--- src/rtl/amatch_pkg.sv ---
package amatch_pkg;

   typedef enum logic [1:0] {
      AM_MASK  = 2'd0,
      AM_DUAL  = 2'd1,
      AM_RANGE = 2'd2,
      AM_RSVD  = 2'd3
   } am_mode_e;

endpackage

--- src/rtl/amatch_decide.sv ---
module amatch_decide
   import amatch_pkg::*;
#(
   parameter int ADDR_W = 7
) (
   input  logic [ADDR_W-1:0] rx_addr,
   input  logic [ADDR_W-1:0] cfg_addr,
   input  logic [ADDR_W-1:0] cfg_aux,
   input  am_mode_e          mode,
   output logic              hit_c
);

   logic [ADDR_W-1:0] bit_free;
   logic [ADDR_W-1:0] eq_pri;
   logic [ADDR_W-1:0] eq_sec;

   // per-bit comparators shared by mask and dual modes
   for (genvar i = 0; i < ADDR_W; i++) begin : g_bit
      assign eq_pri[i]   = (rx_addr[i] == cfg_addr[i]);
      assign eq_sec[i]   = (rx_addr[i] == cfg_aux[i]);
      assign bit_free[i] = eq_pri[i] | cfg_aux[i];
   end

   logic mask_hit, dual_hit, range_hit;

   assign mask_hit  = &bit_free;
   assign dual_hit  = (&eq_pri) | (&eq_sec);
   assign range_hit = (rx_addr >= cfg_aux) && (rx_addr <= cfg_addr);

   always_comb begin
      unique case (mode)
         AM_MASK:  hit_c = mask_hit;
         AM_DUAL:  hit_c = dual_hit;
         AM_RANGE: hit_c = range_hit;
         default:  hit_c = 1'b0;
      endcase
   end

endmodule

--- src/rtl/amatch_result.sv ---
module amatch_result (
   input  logic clk,
   input  logic rst_n,
   input  logic strobe,
   input  logic hit_c,
   input  logic dir_in,
   input  logic ack_en,
   output logic pulse,
   output logic hit_q,
   output logic dir_q,
   output logic ack_q
);

   always_ff @(posedge clk or negedge rst_n) begin
      if (!rst_n) begin
         pulse <= 1'b0;
         hit_q <= 1'b0;
         dir_q <= 1'b0;
         ack_q <= 1'b0;
      end else begin
         pulse <= strobe & hit_c;
         ack_q <= strobe & hit_c & ack_en;
         if (strobe) begin
            hit_q <= hit_c;
            dir_q <= dir_in;
         end
      end
   end

   assert_ack_has_match_R8 : assert property (@(posedge clk) disable iff (!rst_n)
      ack_q |-> pulse);

   assert_pulse_shows_hit_R6 : assert property (@(posedge clk) disable iff (!rst_n)
      pulse |-> hit_q);

endmodule

--- src/rtl/tgt_addr_match.sv ---
module tgt_addr_match
   import amatch_pkg::*;
#(
   parameter int ADDR_W = 7
) (
   input  logic              clk,
   input  logic              rst_n,
   input  logic              rx_valid,
   input  logic [ADDR_W:0]   rx_byte,
   input  logic [ADDR_W-1:0] cfg_addr,
   input  logic [ADDR_W-1:0] cfg_aux,
   input  logic [1:0]        cfg_mode,
   input  logic              auto_ack_en,
   output logic              match_pulse,
   output logic              hit,
   output logic              dir,
   output logic              ack_req
);

   localparam int BYTE_W = ADDR_W + 1;

   if (ADDR_W < 1 || ADDR_W > 10) begin : g_bad_width
      $error("tgt_addr_match: ADDR_W must lie in 1..10");
   end

   logic [ADDR_W-1:0] rx_addr;
   logic              rx_rw;
   logic              hit_c;

   assign rx_addr = rx_byte[BYTE_W-1:1];
   assign rx_rw   = rx_byte[0];

   amatch_decide #(.ADDR_W(ADDR_W)) u_decide (
      .rx_addr  (rx_addr),
      .cfg_addr (cfg_addr),
      .cfg_aux  (cfg_aux),
      .mode     (am_mode_e'(cfg_mode)),
      .hit_c    (hit_c)
   );

   amatch_result u_result (
      .clk    (clk),
      .rst_n  (rst_n),
      .strobe (rx_valid),
      .hit_c  (hit_c),
      .dir_in (rx_rw),
      .ack_en (auto_ack_en),
      .pulse  (match_pulse),
      .hit_q  (hit),
      .dir_q  (dir),
      .ack_q  (ack_req)
   );

   assert_pulse_after_strobe_R6 : assert property (@(posedge clk) disable iff (!rst_n)
      match_pulse |-> $past(rx_valid));

   assert_hold_between_R9 : assert property (@(posedge clk) disable iff (!rst_n)
      !rx_valid |=> ($stable(hit) && $stable(dir) && !match_pulse && !ack_req));

   assert_dir_follows_R7 : assert property (@(posedge clk) disable iff (!rst_n)
      rx_valid |=> (dir == $past(rx_rw)));

   assert_reserved_quiet_R5 : assert property (@(posedge clk) disable iff (!rst_n)
      (rx_valid && cfg_mode == 2'd3) |=> !hit);

   assert_empty_range_R4 : assert property (@(posedge clk) disable iff (!rst_n)
      (rx_valid && cfg_mode == 2'd2 && cfg_aux > cfg_addr) |=> !hit);

   assert_no_ack_disabled_R8 : assert property (@(posedge clk) disable iff (!rst_n)
      (rx_valid && !auto_ack_en) |=> !ack_req);

endmodule

--- config.mk ---
export PLATFORM = sky130hd
export DESIGN_NAME = tgt_addr_match
export DESIGN_NICKNAME = d
export VERILOG_FILES = /design/src/rtl/amatch_pkg.sv /design/src/rtl/amatch_decide.sv /design/src/rtl/amatch_result.sv /design/src/rtl/tgt_addr_match.sv
export SDC_FILE = /design/constraint.sdc
export NUM_CORES = 1
export LEC_CHECK = 0
export CORE_AREA = 2 2 39 41
export CTS_CLUSTER_DIAMETER = 60
export CTS_CLUSTER_SIZE = 24
export DETAILED_ROUTE_END_ITERATION = 8
export DIE_AREA = 0 0 41 43
export DONT_BUFFER_PORTS = 1
export HOLD_SLACK_MARGIN = 0.05
export PLACE_DENSITY_LB_ADDON = 0.1
export SYNTH_ARGS = -nofsm -noshare
export SYNTH_HDL_FRONTEND = slang
export SYNTH_SLANG_ARGS = --single-unit
export TNS_END_PERCENT = 30
--- constraint.sdc ---
create_clock -name clk -period 0.95 [get_ports clk]
set_clock_uncertainty 0.05 [all_clocks]
set_input_delay 0.1425 -clock clk [delete_from_list [all_inputs] [get_ports clk]]
set_output_delay 0.1425 -clock clk [all_outputs]
set_load 0.01 [all_outputs]
# Word level (Yosys, flattened, before mapping)

Index checks and enable logic that the tools add are counted.

Flip-flop bits (word level): 4
Bits of input ports: 28
Output and inout bits: 4
Word-level logic and storage cells: 38

Magnitude comparators: 2
Equal/unequal tests: 16
Muxes and demuxes: 1
Bitwise gates (word level): 10
Reduce and logical (&&, ||, !) cells: 5

Operators with widths:

| cell                                                             | number |
|---|---|
| 7-bit AND reduction                                              | 3 |
| 1-bit == test                                                    | 14 |
| 1-bit bitwise OR                                                 | 8 |
| 7-bit greater-or-equal comparator                                | 1 |
| 7-bit <= comparator                                              | 1 |
| 1-bit case mux with 3 select lines                               | 1 |
| 1-bit bitwise AND                                                | 2 |
| 2-bit by 1-bit == test with 1-bit output (second input constant) | 1 |
| 2-bit == test (second input constant)                            | 1 |
| 2-bit zero test                                                  | 1 |
| 1-bit logical AND                                                | 1 |

# Longest topological paths before layout

Word-level depth: 6
Mapped depth: 7
Mapped depth without buffers: 7

# Hierarchy

From an unflattened synthesis, not the netlist that was laid out.

Cell total of the unflattened synthesis: 65
Area, all modules: 550.5 um^2

Modules (own cells, without submodules):

| module        | instances | cells an instance | area each (um^2) | sequential area each (um^2) |
|---|---|---|---|---|
| amatch_decide | 1         | 57                | 412.9            | 0.0 |
| amatch_result | 1         | 8                 | 137.6            | 100.1 |

# Worst setup path after synthesis

No wires, ideal clock.

Path kind: in2reg
Start: in cfg_addr[2]
End: reg u_result.ack_q
Setup time: 0.073 ns
Arrival: 1.568 ns
Data required time: 0.827 ns
Slack: -0.741 ns
Stages on the path: 7
Path buffers: 0
Cells stage by stage: inv_1 > ha_1 > o22a_1 > o21ai_1 > or4_1 > a211o_1 > a21boi_2

Cells in the longest elaborated chain, start to end: 6
Elaborated cells between the ends (all ways): 10
Those cells by class: 1 x order compare; 1 x eq/ne; 1 x mux; 4 x bitwise; 3 x reduce/logical

Ends and longest elaborated chain:

| item                                                        | line                 | text |
|---|---|---|
| start, declared                                             | tgt_addr_match.sv:10 | `input logic [ADDR_W-1:0] cfg_addr,` |
| branches (longest 3 deep; another with 7-bit <= comparator) | --                   |  |
| 1-bit case mux with 3 select lines *                        | amatch_decide.sv:31  | `unique case (mode)` |
| 1-bit bitwise AND * (2 in a row)                            | amatch_result.sv:22  | `ack_q <= strobe & hit_c & ack_en;` |
| end signal, assigned                                        | amatch_result.sv:22  |  |
| end, declared                                               | amatch_result.sv:11  | `output logic ack_q` |

Every way passes the cells marked *.
A chain may end at the register's enable or synchronous reset.

# Worst setup path after layout

Same ends and word-level chain as after synthesis.

==> results <==
flip-flops by register name, summed over array words and instances (netlist names):
signal,cells
u_result.ack_q,1
u_result.dir_q,1
u_result.hit_q,1
u_result.pulse,1
worst min-delay path by stage:
stage | from | to | slack [ns]
3_3_place_gp | rst_n | u_result.dir_q | -0.20
6_report | rx_valid | u_result.hit_q | 0.07
5_1_grt | rx_valid | u_result.hit_q | 0.08
2_1_floorplan | rst_n | u_result.ack_q | -0.20
3_5_place_dp | rst_n | u_result.dir_q | -0.20
4_1_cts | rx_valid | u_result.hit_q | 0.06
logic make-up after synthesis:
| group | count (synthesis) | synth area share [%] |
|---|---|---|
| compound gates | 18 | 22.0 |
| fa+ha+maj | 14 | 32.4 |
| buf+inv | 14 | 9.72 |
| flops | 4 | 18.5 |
| mux | 1 | 2.08 |
| simple gates | 16 | 15.3 |
metal layers:
layer | routed length (µm) | GRT usage [%]
met5 | 0 | 0
met4 | 0 | 2.00
met3 | 89 | 6.28
met2 | 645 | 27.2
met1 | 536 | 21.4
through the flow:
| stage | hold slack [ns] | std cells | util, % | setup TNS (ns) | instance area [µm²] |
|---|---|---|---|---|---|
| final | 0.0745 | 97 | 52.7 | -1.17 | 729 |
| after global routing | 0.0792 | 97 | 52.7 | -1.35 | 729 |
| after CTS | 0.0638 | 97 | 51.5 | -1.18 | 713 |
| after detailed placement | -0.203 | 90 | 45.2 | -2.06 | 626 |
| after global placement | -0.203 | 90 | 45.2 | -2.01 | 626 |
| after floorplan | -0.203 | 67 | - | -1.93 | 553 |
layout make-up:
cell class	instances	area, µm²	share of cell area [%]
flip-flops and latches	4	100	13.7
repair buffers	11	92.6	12.7
well taps	16	20.0	2.74
multi-input cells	49	422	57.8
inverters	14	72.6	9.95
clock buffers	3	22.5	3.09
placed cells by master, fill, tap and decap left out, drive strengths merged:
master | netlist | final
a211o | 1 | 1
a211oi | 2 | 2
a21boi | 1 | 1
a21oi | 4 | 4
buf | 0 | 7
clkbuf | 0 | 3
dfrtp | 4 | 4
dlygate4sd3 | 0 | 4
ha | 14 | 14
inv | 14 | 14
mux2 | 1 | 1
nand2 | 4 | 4
nand2b | 2 | 2
nand3 | 3 | 3
nand3b | 1 | 1
nand4 | 2 | 2
nor2 | 2 | 2
nor3 | 1 | 1
o211ai | 1 | 1
o21ai | 3 | 3
o21bai | 1 | 1
o22a | 1 | 1
o22ai | 4 | 4
or4 | 1 | 1
synthesized netlist by cell type:
master     n
nand3b_1   1
nand2_1    4
o22ai_1    4
a211o_1    1
a211oi_1   2
o21bai_1   1
nand3_1    3
dfrtp_1    4
nand2b_1   2
a21oi_1    4
or4_1      1
o211ai_1   1
inv_1     14
ha_1      14
a21boi_2   1
o21ai_0    2
mux2_2     1
o21ai_1    1
nor2_1     2
nand4_1    2
nor3_1     1
o22a_1     1
timing repair:
item | CTS | global route
endpoints found under the hold margin | 6 | 0
setup endpoints to repair | 3 | 4
hold buffers | 4 | 0
pin swaps | 0 | 1
cloned | 0 | 0
resized for setup | 7 | 5
power groups by stage:
stage                     registers [µW]  clock network, µW  logic, µW
final                                194                209        249
after CTS                            194                221        242
after global routing                 196                225        291
after floorplan                      195                  0        146
after global placement               196                  0        215
after detailed placement             197                  0        218
==> impl_metrics.tcl <==
set metrics [dict create \
    yosysSeqAreaShare_pct 18.5 \
    cp_slowest_cell "or4_1" \
    synthesis.area_um2 541 \
    status "complete, but fails checks" \
    ys_top_cells_by_area "ha_1 32%, dfrtp_1 19%, inv_1 9.7%" \
    finalHoldViolCount 0 \
    drc 0 \
    internal_power_uw 467 \
    ir_drop_v 0.000571 \
    firstDrtPassIters 2 \
    power.density_nw_per_um2 894 \
    p_total_uw 652 \
    max-cap-violations 0 \
    r2r_slack_ns 0.10 \
    drtIter0Drc 4 \
    switching_share_pct 28.5 \
    clkSinkCount 4 \
    switching_power_uw 186 \
    pre_cts_ws_ns -0.727 \
    grt_max_degree 5 \
    slew_headroom_pct 78.5 \
    synthCells 67 \
    crit_type "in -> reg" \
    drive_above_1_share_pct 21.0 \
    leakagePower_uw 0.000369 \
    yosysWarningCount 0 \
    vias_per_cell 5.23 \
    ys_ff_latch 4 \
    cp.arrival_ns 1.49 \
    cts_max_level 1 \
    cp.depth 7 \
    drv_slew 0 \
    critPathRequiredTime_ns 1.06 \
    die_y_um 43 \
    hp-class "in -> reg" \
    sequentialPowerShare_pct 29.8 \
    cp_max_fo 3 \
    path_clk_slew_ns 0.04 \
    reg2reg_depth 1 \
    num-fill-cells 145 \
    synth.largest_area_cell "ha_1" \
    nets 125 \
    yosysTopAreaCellShare_pct 32.4 \
    syn_to_final_growth_pct 35.0 \
    holdPathStages 2 \
    grt_usage_pct 16.9 \
    final_critical_path_setup_slack_ns -0.428 \
    path_cells "inv_12, ha_4, o22a_1, o21ai_1, or4_1, a211o_1, a21boi_2" \
    grt_pass1_wl_um 2060 \
    numCtsBuffers 3 \
    setup_viol 3 \
    place_hpwl_um 1140 \
    avgRoutedWirePerCell_um 13.1 \
    gp_congestion 0.675 \
    p_clk_share_pct 32.1 \
    wl_um 1270 \
    r2r-start "u_result.dir_q" \
    rows 14 \
    antennaDiodeCount 0 \
    dieArea_um2 1760 \
    cts_max_path_buffers 2 \
    initial_core_util_pct 39.1 \
    combPwrFrac_pct 38.2 \
    timing.final.crit_period_ns 1.38 \
    die_w_um 41 \
    grt_overflow_total 0 \
    cts_tree "yes" \
    cts-root-buf "clkbuf_4" \
    cp-startpoint "cfg_addr[2]" \
    post_cts_buffers 0 \
    drt.antenna.violating_nets 0 \
    clk_latency_ns 0.23 \
    endpoint_kind "flop" \
    num_io_pins 32 \
    tightestPinTransition_ns 0.321 \
    num_vias 507 \
    core-area_um2 1380 \
    rsz0062_at_grt "yes" \
    antenna_found_initial 0 \
    cp-start-kind "input pin" \
    r2r_end "u_result.dir_q" \
    endpoint "u_result.ack_q" \
    yosysUniqueCellTypes 22 \
    path_buf_inv 1 \
    max_freq_mhz 726 \
    critPathTopFamily "compound AO/OA/AOI/OAI gates" \
    syn_nets 109 \
    slowest_delay_ns 0.49 \
    violations "setup timing" \
    numPortBuffers 0 \
    syn_area_per_cell_um2 8.07 \
    post-route-period-util_pct 145 \
    grt_pass1_vias 541 \
]
Note: power is estimated with default switching activity, not from simulation.
